`config.mk`:
```
export PLATFORM = sky130hd
export DESIGN_NAME = pdma_addr_gen
export DESIGN_NICKNAME = d
export VERILOG_FILES = /design/src/rtl/pdma_pkg.sv /design/src/rtl/pdma_addr_ctr.sv /design/src/rtl/pdma_count.sv /design/src/rtl/pdma_addr_map.sv /design/src/rtl/pdma_addr_gen.sv
export SDC_FILE = /design/constraint.sdc
export NUM_CORES = 1
export LEC_CHECK = 0
export BUFFER_PORTS_ARGS = -buffer_cell sky130_fd_sc_hd__buf_2
export CAP_MARGIN = 20
export CELL_PAD_IN_SITES_DETAIL_PLACEMENT = 1
export CELL_PAD_IN_SITES_GLOBAL_PLACEMENT = 2
export CORE_UTILIZATION = 32
export DETAILED_ROUTE_END_ITERATION = 7
export PLACE_DENSITY_LB_ADDON = 0.1
export SYNTH_ARGS = -nofsm -noshare
export SYNTH_HDL_FRONTEND = slang
export SYNTH_HIERARCHICAL = 1
export SYNTH_SLANG_ARGS = --single-unit
```
`constraint.sdc`:
```
create_clock -name clk_i -period 2.88 [get_ports clk_i]
set_input_delay 0 -clock clk_i [delete_from_list [all_inputs] [get_ports clk_i]]
set_output_delay 0 -clock clk_i [all_outputs]
set_load 0.02 [all_outputs]
```
`src/rtl/pdma_pkg.sv`:
```
package pdma_pkg;
  typedef enum logic {
    XFER_BYTE = 1'b0,
    XFER_WORD = 1'b1
  } xfer_mode_e;

  typedef enum logic {
    DIR_INC = 1'b0,
    DIR_DEC = 1'b1
  } step_dir_e;
endpackage

```
`src/rtl/pdma_addr_ctr.sv`:
```
module pdma_addr_ctr #(
  parameter int W = 16
) (
  input  logic             clk_i,
  input  logic             rst_ni,
  input  logic             load_i,
  input  logic             step_i,
  input  pdma_pkg::step_dir_e dir_i,
  input  logic [W-1:0]     load_val_i,
  output logic [W-1:0]     val_o
);
  logic [W-1:0] nxt;

  // wraps modulo 2^W: never touches the page
  always_comb begin
    if (dir_i == pdma_pkg::DIR_DEC) nxt = val_o - W'(1);
    else                            nxt = val_o + W'(1);
  end

  always_ff @(posedge clk_i or negedge rst_ni) begin
    if (!rst_ni)     val_o <= '0;
    else if (load_i) val_o <= load_val_i;
    else if (step_i) val_o <= nxt;
  end
endmodule

```
`src/rtl/pdma_count.sv`:
```
module pdma_count #(
  parameter int W = 16
) (
  input  logic         clk_i,
  input  logic         rst_ni,
  input  logic         load_i,
  input  logic         step_i,
  input  logic [W-1:0] load_val_i,
  output logic [W-1:0] cnt_o,
  output logic         tc_o
);
  logic at_zero;
  assign at_zero = (cnt_o == '0);

  always_ff @(posedge clk_i or negedge rst_ni) begin
    if (!rst_ni) begin
      cnt_o <= '0;
      tc_o  <= 1'b0;
    end else if (load_i) begin
      cnt_o <= load_val_i;
      tc_o  <= 1'b0;
    end else if (step_i) begin
      cnt_o <= cnt_o - W'(1);
      if (at_zero) tc_o <= 1'b1;
    end
  end
endmodule

```
`src/rtl/pdma_addr_map.sv`:
```
module pdma_addr_map #(
  parameter int PAGE_W = 8,
  parameter int CTR_W  = 16,
  localparam int ADDR_W = PAGE_W + CTR_W
) (
  input  pdma_pkg::xfer_mode_e mode_i,
  input  logic [PAGE_W-1:0]    page_i,
  input  logic [CTR_W-1:0]     ctr_i,
  output logic [ADDR_W-1:0]    addr_o
);
  logic [ADDR_W-1:0] byte_addr, word_addr;

  assign byte_addr = {page_i, ctr_i};
  // word mode: page LSB dropped, counter shifted up by one
  assign word_addr = {page_i[PAGE_W-1:1], ctr_i, 1'b0};

  always_comb begin
    if (mode_i == pdma_pkg::XFER_WORD) addr_o = word_addr;
    else                               addr_o = byte_addr;
  end
endmodule

```
`src/rtl/pdma_addr_gen.sv`:
```
module pdma_addr_gen #(
  parameter int PAGE_W = 8,
  parameter int CTR_W  = 16,
  parameter int CNT_W  = 16,
  localparam int ADDR_W = PAGE_W + CTR_W
) (
  input  logic              clk_i,
  input  logic              rst_ni,
  input  logic              load_i,
  input  logic              step_i,
  input  logic [PAGE_W-1:0] page_i,
  input  logic [CTR_W-1:0]  base_i,
  input  logic [CNT_W-1:0]  count_i,
  input  logic              dir_dec_i,
  input  logic              word_mode_i,
  output logic [ADDR_W-1:0] addr_o,
  output logic [CNT_W-1:0]  count_o,
  output logic              tc_o
);
  import pdma_pkg::*;

  logic [PAGE_W-1:0] page_q;
  logic [CTR_W-1:0]  ctr_q;
  xfer_mode_e        mode_q;
  step_dir_e         dir_q;

  always_ff @(posedge clk_i or negedge rst_ni) begin
    if (!rst_ni) begin
      page_q <= '0;
      mode_q <= XFER_BYTE;
      dir_q  <= DIR_INC;
    end else if (load_i) begin
      page_q <= page_i;
      mode_q <= xfer_mode_e'(word_mode_i);
      dir_q  <= step_dir_e'(dir_dec_i);
    end
  end

  pdma_addr_ctr #(.W(CTR_W)) u_ctr (
    .clk_i      (clk_i),
    .rst_ni     (rst_ni),
    .load_i     (load_i),
    .step_i     (step_i),
    .dir_i      (dir_q),
    .load_val_i (base_i),
    .val_o      (ctr_q)
  );

  pdma_count #(.W(CNT_W)) u_cnt (
    .clk_i      (clk_i),
    .rst_ni     (rst_ni),
    .load_i     (load_i),
    .step_i     (step_i),
    .load_val_i (count_i),
    .cnt_o      (count_o),
    .tc_o       (tc_o)
  );

  pdma_addr_map #(.PAGE_W(PAGE_W), .CTR_W(CTR_W)) u_map (
    .mode_i (mode_q),
    .page_i (page_q),
    .ctr_i  (ctr_q),
    .addr_o (addr_o)
  );
endmodule

```
==> results of run 1 <==
[state kept, by name, indices dropped and copies added, names as in the netlist]
name / count
dir_q: 1
mode_q: 1
page_q: 8
u_cnt/cnt_o: 16
u_cnt/tc_o: 1
u_ctr/val_o: 16
[Yosys cell counts, drive strengths merged (2+ instances only)]
cell type and count:
a2111oi 3, a211oi 3, a21o 7, a21oi 15
a221o 2, a22oi 7, a31oi 2, and3 4
and4 2, buf 17, clkbuf 7, dfrtp 43
ha 15, inv 6, mux2 26, mux2i 5
nand2 26, nand3 7, nand3b 4, nand4 4
nor2 13, nor2b 5, nor3 7, nor3b 3
nor4 4, nor4b 2, o211a 3, o211ai 5
o21ai 27, o31a 2, or2 3, or3 6
or3b 3, or4 6, xnor2 9, xor2 9
[power by group through the flow]
stage,clock (W),sequential (W),combinational (W)
detailed placement,0,0.000826,0.00101
finish,0.000398,0.000811,0.00107
global route,0.000443,0.000830,0.00118
floorplan,0,0.000805,0.000764
global placement,0,0.000823,0.00101
CTS,0.000418,0.000815,0.00106
[through the flow]
| stage | util | power [W] | cells | hold WS [ns] |
|---|---|---|---|---|
| after floorplan | - | 0.00157 | 325 | -0.296 |
| after global placement | 0.377 | 0.00183 | 523 | 0.206 |
| after detailed placement | 0.377 | 0.00184 | 523 | 0.212 |
| after CTS | 0.427 | 0.00230 | 571 | 0.00947 |
| after global routing | 0.429 | 0.00245 | 572 | 0.0130 |
| final | 0.429 | 0.00228 | 572 | 0.0167 |
[area by class of cell]
| class | count | share of cell area |
|---|---|---|
| Clock inverter | 2 | 0.00300 |
| Timing Repair Buffer | 130 | 0.209 |
| Multi-Input combinational cell | 252 | 0.467 |
| Sequential cell | 43 | 0.258 |
| Tap cell | 133 | 0.0399 |
| Inverter | 6 | 0.00540 |
| Clock buffer | 6 | 0.0174 |
[logic make-up after synthesis]
| kind of cell | count (synthesis) | share of synthesized area |
|---|---|---|
| multiplexers | 31 | 0.129 |
| AO/OA/AOI/OAI | 85 | 0.182 |
| flip-flops | 43 | 0.335 |
| AND/OR/NAND/NOR | 102 | 0.181 |
| XOR/XNOR | 18 | 0.0491 |
| adder cells (fa/ha/maj) | 16 | 0.0647 |
| buffers and inverters | 30 | 0.0588 |
[path summary, 6_finish.rpt]
check                                  end        from  cells after the start
hold / removal             u_ctr/val_o[11]  base_i[11]                      3
hold reg to reg                 u_cnt/tc_o  u_cnt/tc_o                      2
min in group asynchronous   u_ctr/val_o[7]      rst_ni                      2
max in group asynchronous  u_ctr/val_o[15]      rst_ni                      3
setup reg to reg           u_ctr/val_o[11]       dir_q                      6
setup / recovery           u_ctr/val_o[11]       dir_q                      6
[worst max-delay path: cells and delay by family (launching register included)]
| kind | cells | cell delay (ns) |
|---|---|---|
| adders and majority gates | 1 | 0.43 |
| and+or+nand+nor | 2 | 0.66 |
| DFF | 1 | 0.77 |
| AOI/OAI and AO/OA | 3 | 0.51 |
[routing by layer]
layer / part of all wire / wire (um) / vias to the layer above / global-route usage
met1: 0.50 / 4820 / 1457 / 0.272
met4: 0.0049 / 47 / 0 / 0.0330
met5: 0 / 0 / - / 0
met2: 0.45 / 4360 / 72 / 0.298
met3: 0.044 / 422 / 4 / 0.0294
li1: - / - / 1427 / -
[what timing repair did]
action | 4_1_cts | 5_1_grt
setup buffers | 0 | 0
hold endpoints to repair | 82 | 0
setup endpoints to repair | 0 | 0
resized for setup | 0 | 0
hold buffers | 40 | 0
==> metrics.cfg, run 1 <==
[placed_design]
dp_hpwl_um=6480
gp_congestion=0.797
pre_cts_ws_ns=0.433
placed_cell_area_sq_mm=0.00366
io_buffers=86

[clock_tree]
htreeDepth=2
path_clk_slew_ns=0.09
clockRootBuffer=clkbuf_8
cts_tree=yes
cts_buffers=5
cts_buffer_depth=2
cts.sinks=43
clock_latency_ns=0.30

[synth]
async_reset_ff_frac=1.00
yosys-top-cells-area=dfrtp_1 (34%), mux2_4 (8.9%), ha_1 (5.8%)
syn_area_sq_mm=0.00321
synth-edff-count=0
yosysSeqAreaShare=0.335
synth_nets=387
syn_avg_cell_area_sq_um=9.88
ys_ff_latch=43
syn_inst=325
ys_warn_count=6
yosys.area.top_type=dfrtp_1
synth_top_area_frac=0.335
synth_cell_type_count=64
synthFlopType=dfrtp_1

[sta]
period_needed_ns=2.48
fmax_mhz=403
tightest_slew_ns=0.946
min_period_over_period=0.861
relSlewSlack=0.369
slew_viol_final=0
setup_tns_ns=0
rsz0062_at_grt=false
fin_worst_skew_ns=0.0102
finalSetupViolCount=0
setup_ws_ns=0.402
finalHoldViolCount=0

[outcome]
outcome=completed

[pwr]
swShare=0.409
power_frac_comb=0.469
seqPwrFrac=0.356
clock_power_share=0.175
internal_power_w=0.00135
power.switching_w=0.000932
ir_drop_v=0.000193
power.density_mw_per_mm2=546
p_leak_nw=1.94

[critical_path]
cpPeakStageDelay_ns=0.77
endpoint_kind=register
rrSetupSlack_ns=0.40
slowest_stage=dfrtp_1
crit_required_ns=3.07
worstPathMaxFanout=15
critPathKind=register to register
worstPathCellList=ha_1, and4_1, a32oi_1, a21oi_1, o211ai_1, or3b_1
arrival_ns=2.67
worst_setup_path_start_kind=register

[layout]
fillCellCount=1154
n_antenna_cell=0
regArea_sq_mm=0.00108
finalInstanceArea_sq_mm=0.00417
drive_above_1_share=0.310
final_common_cell=buf_2
layout_common_cells=buf_2 (86), dfrtp_1 (43), dlygate4sd3_1 (40)
multi_input_area_sq_mm=0.00195
area_delta_synth_final_pct=29.8
final_nets=500

[worst_hold_path]
hold_path.class=primary input to register

[die]
start_util=0.330
die_y_um=102
die_w_um=102
io_pins=87
fp.coreArea_sq_mm=0.00973
rows=36
die_area_sq_mm=0.0104

[drt]
routed_wl_um=9650
first_pass_iters=4
vias=2960
drt_iter0_drc=116
vias_per_cell=5.17
postRouteAntennaNets=0
wl_per_cell_um=16.9
drc=0

[global_routing]
grt_usage=0.188
overflow=0
grt_pass1_wl_um=15100
antenna_found_initial=0
grt_max_degree=53
grt_pass1_vias=2954

[run]
maxCapViolCount=0

No activity file was read; power rests on OpenSTA's default activity.
==> inputs of run 2 (changes only) <==
Settings changed: REMOVE_ABC_BUFFERS set to 1.
==> metrics.cfg, run 2 (same netlist as run 1, synthesis figures left out) <==
[layout]
utilization=0.430
area_delta_synth_final_pct=30.2
top_regs=u_cnt/cnt_o: 16 flops, u_ctr/val_o: 16 flops, page_q: 8 flops
layout_common_cells=buf_2 (86), dfrtp_1 (43), dlygate4sd3_1 (40)
n_antenna_cell=0
instances_no_fill=573
final_common_cell=buf_2
final_nets=501
drive_above_1_share=0.314

[sta]
rsz0062_at_grt=false
fin_worst_skew_ns=0.00758
fmax_mhz=411
setup_tns_ns=0
setup_ws_ns=0.445
finalSetupViolCount=0
period_needed_ns=2.43
min_period_over_period=0.845
slew_viol_final=0
relSlewSlack=0.363
tightest_slew_ns=0.956
finalHoldViolCount=0

[clock_tree]
htreeDepth=2
cts_tree=yes
cts_buffers=5
clockRootBuffer=clkbuf_8
clock_latency_ns=0.30
cts_buffer_depth=2
path_clk_slew_ns=0.09
cts.sinks=43

[die]
fp.coreArea_sq_mm=0.00973
die_area_sq_mm=0.0104
die_y_um=102
io_pins=87
start_util=0.330
rows=36
die_w_um=102

[global_routing]
grt_max_degree=44
antenna_found_initial=0
grt_usage=0.189
grt_pass1_vias=2926
overflow=0
grt_pass1_wl_um=15100

[drt]
routed_wl_um=9390
drc=0
first_pass_iters=4
wl_per_cell_um=16.4
vias=2893
vias_per_cell=5.05
drt_iter0_drc=75
postRouteAntennaNets=0

[critical_path]
cpPeakStageDelay_ns=0.74
endpoint_kind=register
rr_startpoint=dir_q
rrSetupSlack_ns=0.45
crit_required_ns=3.06
critPathKind=register to register
path_depth=6
worst_setup_path_start_kind=register
crit_end=u_ctr/val_o[11]
crit_family=flip-flops
slowest_stage=dfrtp_1
worstReg2RegEnd=u_ctr/val_o[11]
r2r_cells=6
worstPathCellList=ha_1, and4_1, a32oi_1, a21oi_1, o211ai_1, or3b_1
setup.worst_path.start=dir_q
arrival_ns=2.62
worstPathMaxFanout=14
worst-path-buf-inv=0

[outcome]
outcome=completed

[placed_design]
dp_hpwl_um=6570
pre_cts_ws_ns=0.451
dpl.cell_count=524
gp_congestion=0.867
io_buffers=86

[pwr]
p_leak_nw=1.94
fin_total_pwr_w=0.00227
power.density_mw_per_mm2=543
ir_drop_v=0.000227

[run]
maxCapViolCount=0

[worst_hold_path]
hold_path.class=primary input to register

[run 2: cell count changes in the layout (fill, tap and decap cells not counted), sizes merged]
cell      before  now
clkinvlp       1    2
buf           90   91
clkbuf         6    5
[run 2: area by class of cell]
class                      instances  area [sq um]
sequential                        43          1080
tap                              133           166
multi-input combinational        252          1950
timing repair buffer             131           881
clock inverter                     3          20.0
fill                            1155          5550
inverter                           6          22.5
clock buffer                       5          68.8
[run 2: worst min-delay path by stage]
stage,startpoint,to,slack [ns],depth (start not counted)
CTS,base_i[14],u_ctr/val_o[14],0.02,4
floorplan,rst_ni,dir_q,-0.30,0
global route,count_i[15],u_cnt/cnt_o[15],0.04,3
finish,base_i[14],u_ctr/val_o[14],0.03,4
global placement,base_i[6],u_ctr/val_o[6],0.21,3
detailed placement,count_i[4],u_cnt/cnt_o[4],0.22,3
[run 2: repair_timing]
action / CTS / global route
endpoints found under the hold margin: 82 / 0
hold buffers: 40 / 0
buffers inserted: 0 / 0
gates resized for setup: 0 / 0
[run 2: per-stage QoR]
stage,area [sq um],hold slack (ns)
5_1_grt,4180,0.0385
2_1_floorplan,3050,-0.296
6_report,4180,0.0291
3_3_place_gp,3670,0.205
3_5_place_dp,3670,0.216
4_1_cts,4160,0.0241
[run 2: tightest hold or removal path: cells and delay by family]
family,cells,cell delay (ns)
compound gates,1,0.08
buf+inv,1,0.07
simple gates,2,0.14
[run 2: per-layer routing]
| layer | wire length, um | up-vias | GRT usage |
|---|---|---|---|
| li1 | - | 1433 | - |
| met1 | 4420 | 1393 | 0.245 |
| met2 | 4620 | 60 | 0.332 |
| met3 | 268 | 7 | 0.0246 |
| met4 | 86 | 0 | 0.0429 |
| met5 | 0 | - | 0 |
[run 2: power by group]
part | switching, W | leakage [nW] | internal, W
registers | 0.000124 | 0.515 | 0.000687
logic | 0.000568 | 1.39 | 0.000489
clock network | 0.000234 | 0.0402 | 0.000169
total | 0.000926 | 1.94 | 0.00134
